$ cat config.mk
export PLATFORM = sky130hd
export DESIGN_NAME = irq_entry_seq
export DESIGN_NICKNAME = d
export VERILOG_FILES = /design/src/rtl/irq_entry_pkg.sv /design/src/rtl/irq_pick.sv /design/src/rtl/irq_entry_ctl.sv /design/src/rtl/irq_entry_bus.sv /design/src/rtl/irq_entry_seq.sv
export SDC_FILE = /design/constraint.sdc
export NUM_CORES = 1
export LEC_CHECK = 0
export ABC_AREA = 1
export CORE_ASPECT_RATIO = 1.75
export CORE_MARGIN = 4
export CORE_UTILIZATION = 37
export DETAILED_ROUTE_END_ITERATION = 8
export PLACE_DENSITY_LB_ADDON = 0.15
export SKIP_LAST_GASP = 1
export SYNTH_ARGS = -nofsm -noshare
export SYNTH_HDL_FRONTEND = slang
export SYNTH_SLANG_ARGS = --single-unit
export TNS_END_PERCENT = 5
$ cat constraint.sdc
create_clock -name clk -period 1.45 [get_ports clk]
set_input_delay 0.145 -clock clk [delete_from_list [all_inputs] [get_ports clk]]
set_output_delay 0.145 -clock clk [all_outputs]
set_load 0.03 [all_outputs]
$ cat src/rtl/irq_entry_pkg.sv
// Shared types for the interrupt entry sequencer.
// Assumes: the phase encoding is internal; no neighbour decodes it.
package irq_entry_pkg;
    typedef enum logic [2:0] {
        PH_IDLE    = 3'd0,
        PH_DEC     = 3'd1,
        PH_PUSH_PC = 3'd2,
        PH_PUSH_PS = 3'd3,
        PH_LD_PC   = 3'd4,
        PH_LD_PS   = 3'd5
    } phase_e;
endpackage

$ cat src/rtl/irq_pick.sv
// Fixed-priority picker: reports whether any request line is active and
// the lowest-numbered active line. Purely combinational.
// Assumes: NUM_DEV >= 2.
module irq_pick #(
    parameter int NUM_DEV = 8,
    localparam int NUM_W  = $clog2(NUM_DEV)
) (
    input  logic [NUM_DEV-1:0] lines,
    output logic               any,
    output logic [NUM_W-1:0]   num
);
    // Any-request flag.
    assign any = |lines;

    // Scan from the top down so the lowest active index is written last.
    always_comb begin
        num = '0;
        for (int i = NUM_DEV - 1; i >= 0; i--) begin
            if (lines[i]) num = NUM_W'(i);
        end
    end
endmodule

$ cat src/rtl/irq_entry_ctl.sv
// Phase controller: decides acceptance at an instruction boundary, takes a
// snapshot of SP/PC/PS and the vector number, then steps through the five
// entry phases and pulses done afterwards.
// Assumes: register inputs are valid at the boundary strobe.
module irq_entry_ctl
    import irq_entry_pkg::*;
#(
    parameter int DATA_W  = 8,
    parameter int NUM_DEV = 8,
    parameter int IE_BIT  = 7,
    localparam int NUM_W  = $clog2(NUM_DEV)
) (
    input  logic              clk,
    input  logic              rst_n,
    input  logic              insn_done,
    input  logic              swi_req,
    input  logic [NUM_W-1:0]  swi_num,
    input  logic              hw_any,
    input  logic [NUM_W-1:0]  hw_num,
    input  logic [DATA_W-1:0] sp_in,
    input  logic [DATA_W-1:0] pc_in,
    input  logic [DATA_W-1:0] ps_in,
    output phase_e            phase,
    output logic [NUM_W-1:0]  vec_num,
    output logic [DATA_W-1:0] sp_base,
    output logic [DATA_W-1:0] pc_save,
    output logic [DATA_W-1:0] ps_save,
    output logic              done
);
    logic   accept;
    phase_e phase_nx;

    // Acceptance: software entry always, hardware entry only when enabled.
    assign accept = (phase == PH_IDLE) && insn_done &&
                    (swi_req || (ps_in[IE_BIT] && hw_any));

    // Next-phase selection; each phase lasts exactly one cycle.
    always_comb begin
        unique case (phase)
            PH_IDLE:    phase_nx = accept ? PH_DEC : PH_IDLE;
            PH_DEC:     phase_nx = PH_PUSH_PC;
            PH_PUSH_PC: phase_nx = PH_PUSH_PS;
            PH_PUSH_PS: phase_nx = PH_LD_PC;
            PH_LD_PC:   phase_nx = PH_LD_PS;
            PH_LD_PS:   phase_nx = PH_IDLE;
            default:    phase_nx = PH_IDLE;
        endcase
    end

    // Phase register and done pulse.
    always_ff @(posedge clk) begin
        if (!rst_n) begin
            phase <= PH_IDLE;
            done  <= 1'b0;
        end else begin
            phase <= phase_nx;
            done  <= (phase == PH_LD_PS);
        end
    end

    // Snapshot of the context and vector number, taken only on acceptance.
    always_ff @(posedge clk) begin
        if (!rst_n) begin
            vec_num <= '0;
            sp_base <= '0;
            pc_save <= '0;
            ps_save <= '0;
        end else if (accept) begin
            vec_num <= swi_req ? swi_num : hw_num;
            sp_base <= sp_in;
            pc_save <= pc_in;
            ps_save <= ps_in;
        end
    end
endmodule

$ cat src/rtl/irq_entry_bus.sv
// Bus decoder: turns the current phase into memory and register strobes,
// addresses and data. Purely combinational.
// Assumes: memory read data is valid in the same cycle as the address.
module irq_entry_bus
    import irq_entry_pkg::*;
#(
    parameter int                DATA_W   = 8,
    parameter int                NUM_DEV  = 8,
    parameter logic [DATA_W-1:0] VEC_BASE = 8'hF0,
    localparam int               NUM_W    = $clog2(NUM_DEV)
) (
    input  phase_e            phase,
    input  logic [NUM_W-1:0]  vec_num,
    input  logic [DATA_W-1:0] sp_base,
    input  logic [DATA_W-1:0] pc_save,
    input  logic [DATA_W-1:0] ps_save,
    input  logic [DATA_W-1:0] mem_rdata,
    output logic [DATA_W-1:0] mem_addr,
    output logic [DATA_W-1:0] mem_wdata,
    output logic              mem_we,
    output logic              mem_re,
    output logic              sp_we,
    output logic [DATA_W-1:0] sp_out,
    output logic              pc_we,
    output logic [DATA_W-1:0] pc_out,
    output logic              ps_we,
    output logic [DATA_W-1:0] ps_out
);
    logic [DATA_W-1:0] sp_m1, sp_m2, vec_lo, vec_hi;

    // Wrapping stack slots and vector table addresses.
    assign sp_m1  = sp_base - DATA_W'(1);
    assign sp_m2  = sp_base - DATA_W'(2);
    assign vec_lo = VEC_BASE + (DATA_W'(vec_num) << 1);
    assign vec_hi = vec_lo + DATA_W'(1);

    // Per-phase strobe and data selection.
    always_comb begin
        mem_addr  = '0;
        mem_wdata = '0;
        mem_we    = 1'b0;
        mem_re    = 1'b0;
        sp_we     = 1'b0;
        sp_out    = '0;
        pc_we     = 1'b0;
        pc_out    = '0;
        ps_we     = 1'b0;
        ps_out    = '0;
        unique case (phase)
            PH_DEC: begin
                sp_we  = 1'b1;
                sp_out = sp_m1;
            end
            PH_PUSH_PC: begin
                mem_we    = 1'b1;
                mem_addr  = sp_m1;
                mem_wdata = pc_save;
                sp_we     = 1'b1;
                sp_out    = sp_m2;
            end
            PH_PUSH_PS: begin
                mem_we    = 1'b1;
                mem_addr  = sp_m2;
                mem_wdata = ps_save;
            end
            PH_LD_PC: begin
                mem_re   = 1'b1;
                mem_addr = vec_lo;
                pc_we    = 1'b1;
                pc_out   = mem_rdata;
            end
            PH_LD_PS: begin
                mem_re   = 1'b1;
                mem_addr = vec_hi;
                ps_we    = 1'b1;
                ps_out   = mem_rdata;
            end
            default: ;
        endcase
    end
endmodule

$ cat src/rtl/irq_entry_seq.sv
// Interrupt entry sequencer top: priority picker, phase controller and bus
// decoder. Runs the five-phase push/vector-load sequence after an accepted
// boundary.
// Assumes: the datapath applies sp/pc/ps strobes at the next clock edge.
module irq_entry_seq
    import irq_entry_pkg::*;
#(
    parameter int                DATA_W   = 8,
    parameter int                NUM_DEV  = 8,
    parameter int                IE_BIT   = 7,
    parameter logic [DATA_W-1:0] VEC_BASE = 8'hF0,
    localparam int               NUM_W    = $clog2(NUM_DEV)
) (
    input  logic               clk,
    input  logic               rst_n,
    input  logic               insn_done,
    input  logic [NUM_DEV-1:0] irq_lines,
    input  logic               swi_req,
    input  logic [NUM_W-1:0]   swi_num,
    input  logic [DATA_W-1:0]  sp_in,
    input  logic [DATA_W-1:0]  pc_in,
    input  logic [DATA_W-1:0]  ps_in,
    input  logic [DATA_W-1:0]  mem_rdata,
    output logic [DATA_W-1:0]  mem_addr,
    output logic [DATA_W-1:0]  mem_wdata,
    output logic               mem_we,
    output logic               mem_re,
    output logic               sp_we,
    output logic [DATA_W-1:0]  sp_out,
    output logic               pc_we,
    output logic [DATA_W-1:0]  pc_out,
    output logic               ps_we,
    output logic [DATA_W-1:0]  ps_out,
    output logic               busy,
    output logic               done
);
    logic              hw_any;
    logic [NUM_W-1:0]  hw_num, vec_num;
    logic [DATA_W-1:0] sp_base, pc_save, ps_save;
    phase_e            phase;

    irq_pick #(.NUM_DEV(NUM_DEV)) u_pick (
        .lines (irq_lines),
        .any   (hw_any),
        .num   (hw_num)
    );

    irq_entry_ctl #(.DATA_W(DATA_W), .NUM_DEV(NUM_DEV), .IE_BIT(IE_BIT)) u_ctl (
        .clk       (clk),
        .rst_n     (rst_n),
        .insn_done (insn_done),
        .swi_req   (swi_req),
        .swi_num   (swi_num),
        .hw_any    (hw_any),
        .hw_num    (hw_num),
        .sp_in     (sp_in),
        .pc_in     (pc_in),
        .ps_in     (ps_in),
        .phase     (phase),
        .vec_num   (vec_num),
        .sp_base   (sp_base),
        .pc_save   (pc_save),
        .ps_save   (ps_save),
        .done      (done)
    );

    irq_entry_bus #(.DATA_W(DATA_W), .NUM_DEV(NUM_DEV), .VEC_BASE(VEC_BASE)) u_bus (
        .phase     (phase),
        .vec_num   (vec_num),
        .sp_base   (sp_base),
        .pc_save   (pc_save),
        .ps_save   (ps_save),
        .mem_rdata (mem_rdata),
        .mem_addr  (mem_addr),
        .mem_wdata (mem_wdata),
        .mem_we    (mem_we),
        .mem_re    (mem_re),
        .sp_we     (sp_we),
        .sp_out    (sp_out),
        .pc_we     (pc_we),
        .pc_out    (pc_out),
        .ps_we     (ps_we),
        .ps_out    (ps_out)
    );

    // Busy flag: any phase other than idle.
    assign busy = (phase != PH_IDLE);
endmodule

=== After elaboration in Yosys (flattened, before gate mapping) ===
Cells that the tools add are included.

* Register bits: 31
* Input port bits: 47
* Output and inout bits: 47
* Logic and storage cells: 46

* $add $sub $neg: 4
* Eq/ne operators: 5
* Muxes and demuxes: 21
* Reductions and logical operators: 10

{| class="wikitable"
|+ Operator list
! operator !! count
|-
| $pmux 8 s2 || 2
|-
| $pmux 8 s4 || 1
|-
| $mux 3 || 9
|-
| $mux 8 || 2
|-
| $pmux 3 s5 || 1
|-
| $add 8x1->8 const B || 1
|-
| $reduce_or 8->1 || 1
|-
| $sub 8x1->8 const B || 1
|-
| $sub 8x2->8 const B || 1
|-
| $add 5x5->6 const A || 1
|-
| $eq 3x2->1 const B || 2
|-
| $eq 3x3->1 const B || 2
|-
| $mux 1 || 6
|-
| $reduce_or 2->1 || 3
|-
| $eq 3x1->1 const B || 1
|-
| $logic_and 1x1->1 || 3
|-
| $logic_not 3->1 || 1
|-
| $reduce_bool 3->1 || 1
|-
| $logic_or 1x1->1 || 1
|}

=== Depth between registers and ports, before layout ===
* Depth after elaboration: 9
* Gate-level depth with buffers: 9
* Gate-level depth less buffers: 9

=== Cells and area by module ===
A second synthesis with hierarchy kept.

* Cells, all modules: 396
* Area, all modules: 2277.2 sq um

{| class="wikitable"
|+ Modules (own cells, without submodules)
! module !! instances !! cells an instance !! area each (sq um)
|-
| irq_entry_ctl || 1 || 200 || 1307.5
|-
| irq_entry_bus || 1 || 171 || 859.6
|-
| irq_pick || 1 || 22 || 98.8
|-
| irq_entry_seq || 1 || 3 || 11.3
|}

=== Least setup slack after synthesis ===
OpenSTA, ideal clock, no wires.

* Kind: flip-flop to output port
* Start: reg u_ctl.phase[1]
* End: out sp_out[3]
* Arrival: 1.791 ns
* Path slack: -0.486 ns
* Cell stages (with the launch flop): 6
* Cell sequence: dfxtp_1 -> inv_1 -> nor2_2 -> nand2_1 -> buf_2 -> o21ai_0

* Longest elaborated chain between the ends: 2

{| class="wikitable"
|+ Ends and longest elaborated chain
! item !! line !! source
|-
| start: declaration || irq_entry_ctl.sv:23 || <nowiki>output phase_e phase,</nowiki>
|-
| start signal: assignment || irq_entry_ctl.sv:56 || <nowiki>phase <= phase_nx;</nowiki>
|-
| $eq 3x2->1 / $eq 3x1->1 (equally long branches) || irq_entry_bus.sv:49 || <nowiki>unique case (phase)</nowiki>
|-
| $pmux 8 s2 * || irq_entry_bus.sv:49 ||
|-
| end: declaration || irq_entry_seq.sv:29 || <nowiki>output logic [DATA_W-1:0] sp_out,</nowiki>
|}

Mark *: on every way between the ends. The rest lies on a longest branch, timed or not.

=== Worst setup path in the final report ===
* Start: reg u_ctl.sp_base[1]
* End: out mem_addr[3]

* Longest elaborated chain between the ends: 2

{| class="wikitable"
|+ Ends and longest elaborated chain
! item !! line !! source
|-
| start: declaration || irq_entry_ctl.sv:25 || <nowiki>output logic [DATA_W-1:0] sp_base,</nowiki>
|-
| start signal: assignment || irq_entry_ctl.sv:70 || <nowiki>sp_base <= sp_in;</nowiki>
|-
| $sub 8x2->8 / $sub 8x1->8 (equally long branches) || irq_entry_bus.sv:33, irq_entry_bus.sv:32 ||
|-
| $pmux 8 s4 * || irq_entry_bus.sv:49 ||
|-
| end: declaration || irq_entry_seq.sv:24 || <nowiki>output logic [DATA_W-1:0] mem_addr,</nowiki>
|}

Marks and branches as above.

==> summary.md <==
| Metric | Value |
|---|---|
| Global route overflow | `0` |
| Net Count, Synth | `348` |
| Initial DRC Count | `53` |
| Top-area cell type share of the netlist area | `about a third` |
| Area Growth Syn to Fin | `65.7%` |
| CTS tree | `done` |
| Crit end category | `output port` |
| Final Wtd Congestion | `about 0.81` |
| Starting Density | `38.4%` |
| Drt total wl | `between 5000 and 6000 um` |
| Antenna Nets Post-Route | `0` |
| Worst hold slack | `~0.47 ns` |
| Max-slew headroom | `72.5%` |
| Compound-Gate Fraction of Synth Area | `16.9%` |
| Vias per std cell | `4.76` |
| Most frequent cells in the layout | `nor2_1, buf_4, clkdlybuf4s50_1, nand2_1, inv_1` |
| Startpoint Class | `flop` |
| Leading post-synthesis cells by cell area | `dfxtp_1, nor2_1, nand2_1` |
| Share of layout cells above drive strength 1 | `30.4%` |
| Syn Std Cell Area | `1930 um2` |
| # clock sinks | `31` |
| CTS H-Tree Depth | `2` |
| Clk slew on worst S/H paths | `0.07 ns` |
| CTS Hold Bufs | `0` |
| First-pass GRT wire length | `roughly 8900 um` |
| Syn_area_per_cell | `about 6.5 um2` |
| Largest area contributor in the netlist | `dfxtp_1` |
| Simple-gate share of the synthesized area | `32.3%` |
| Most common cell after layout, fill and taps aside | `nor2_1` |
| CTS Buffer Depth | `2` |
| Tmin final | `1.66 ns` |
| Vias | `2183` |
| Sequential fraction of the synthesis area | `32.2%` |
| Clock Latency Late Sink | `0.28 ns` |
| Post-Synth XOR/XNOR Area | `around 3.2%` |
| Crit Path Class | `flop to output port` |
| Vias in the first global route | `2147` |
| Tot Pwr | `3.33 mW` |
| Finish-stage setup viols | `25` |
| Fill cell count | `460` |
| GR Util met1 | `15.5%` |
| Actual slew at the worst max-slew pin | `just over 0.4 ns` |
| Status | `finished with violations` |
| Row count | `34` |
| DR pass1 iterations | `4` |
| Final critical-path share of the clock period | `115%` |
| CP max FO | `4` |
| Syn Inst Count | `around 300` |
| I/O pin total | `94` |
| Required time of the critical path | `1.31 ns` |
| Fin worst setup slack | `-0.211 ns` |
| Chip width | `between 60 and 70 um` |
| Flop2flop setup slack | `0.04 ns` |
| Max_cap viols | `0` |
| GRT Util Overall | `17.2%` |
| Violated checks | `setup timing` |
| Synth async-reset ratio | `0%` |
| Multiplexer share of the synthesized area | `0%` |
| Final Hold Viols | `0` |
| Leak | `about 1.5 nW` |
| Root buffer cell | `clkbuf_8` |
| Die Span Y | `103 um` |
| Yosys reg bits | `31` |
| Hold Crit Class | `input pin to flop` |
| Largest family of logic cells by synthesized area | `simple AND/OR/NAND/NOR gates` |
| Post-synth EDFFs | `0` |
| Nets | `454` |
| Post-detailed-placement half-perimeter wirelength | `4280 um` |
| Core Region | `5020 um2` |
| Grt met2 use | `36.2%` |
| Avg WL per Cell | `12.3 um` |
| Clock Skew | `0.00360 ns` |
| Crit path DAT | `1.52 ns` |
| Ys Warns | `0` |
| Met3 Use GR | `3.89%` |
| RSZ-0062 raised after global routing | `true` |
| Max Slew Vio Count | `0` |
| Setup TNS | `-4.10 ns` |
| Unique cell type count in the Yosys netlist | `31` |
| Largest net degree at the start of global routing | `30` |
| DRC errors left | `0` |
| Pwr Density | `approximately 1000 nW/um2` |
| Worst VDD drop | `~950 uV` |
| Most used routing layer | `met2` |
| # port buffers | `93` |
| CTS Buf Count | `5` |
| Antenna violations before repair | `0` |
| Die ar. | `approximately 6500 um2` |
| Ys flop type | `dfxtp_1` |
| Post-synthesis adder-cell area fraction | `1.95%` |
| Max Clk Rate | `roughly 0.60 GHz` |
| Ant. Diodes | `0` |
-- Yosys cell counts (2+ instances only) --
cell / n
nand4_1: 2
ha_1: 3
xor2_1: 5
nand3_1: 15
nor2_2: 5
nand2_1: 52
dfxtp_1: 31
o21ai_1: 6
buf_6: 4
xnor2_1: 2
buf_2: 3
nand2_2: 4
nor2_1: 68
a21oi_2: 3
clkbuf_1: 5
o221ai_1: 3
a22o_1: 7
inv_1: 38
o21ai_0: 24
o22ai_1: 2
inv_2: 3
a21oi_1: 4
-- logic make-up after synthesis --
kind of cell    count (synthesis)
flops                          31
simple gates                  149
xor+xnor                        7
buf+inv                        55
fa+ha+maj                       3
compound gates                 53
-- report_power, final --
group          internal, mW  switching, mW
logic                 0.640          0.781
registers             0.956         0.0828
clock network         0.555          0.312
-- worst max-delay path, stage by stage (launching register included) --
cell	delay [ns]
dfxtp_2	0.35
inv_4	0.06
ha_4	0.16
nand2_4	0.06
nand2_2	0.07
xor2_2	0.18
nand2_1	0.07
o221ai_2	0.11
buf_12	0.16
-- state kept, by name, indices dropped and copies added (netlist names) --
name / cells
u_ctl.done: 1
u_ctl.ps_save: 8
u_ctl.phase: 3
u_ctl.pc_save: 8
u_ctl.sp_base: 8
u_ctl.vec_num: 3
-- path summary, 6_finish.rpt --
| check | startpoint | to | cells past startpoint |
|---|---|---|---|
| worst max-delay path | u_ctl.sp_base[1] | mem_addr[3] | 8 |
| worst min-delay path | sp_in[0] | u_ctl.sp_base[0] | 3 |
| worst max register to register | u_ctl.phase[1] | u_ctl.ps_save[7] | 7 |
| worst min register to register | u_ctl.ps_save[7] | u_ctl.ps_save[7] | 2 |
-- repair_timing --
action                     CTS  global route
setup buffers                0             1
setup endpoints to repair   34            69
pin swaps                    0             9
resized for setup            9            26
-- layer usage --
layer | vias up | share of wire (%)
met3 | 11 | 5.7
met2 | 60 | 57
li1 | 1149 | -
met4 | 0 | 1.6
met1 | 963 | 36
met5 | - | 0
-- through the flow --
stage          std cells  setup slack (ns)  instance area (um2)  util (%)
6_report             459            -0.211                 3200      63.7
5_1_grt              459            -0.319                 3200      63.7
4_1_cts              458            -0.238                 3100      61.8
3_5_place_dp         450            -0.200                 2960      59.0
3_3_place_gp         450            -0.170                 2960      59.0
2_1_floorplan        298           -0.0952                 1980         -
-- final cells by class --
cell class	count	area, um2	area share [%]
clock inverters	2	35.0	1.10
flip-flops and latches	31	634	19.9
clock buffers	6	82.6	2.58
multi-input cells	212	1170	36.6
repair buffers	113	1040	32.6
inverters	41	165	5.17
well taps	54	67.6	2.11
Note: power is estimated with default switching activity, not from simulation.
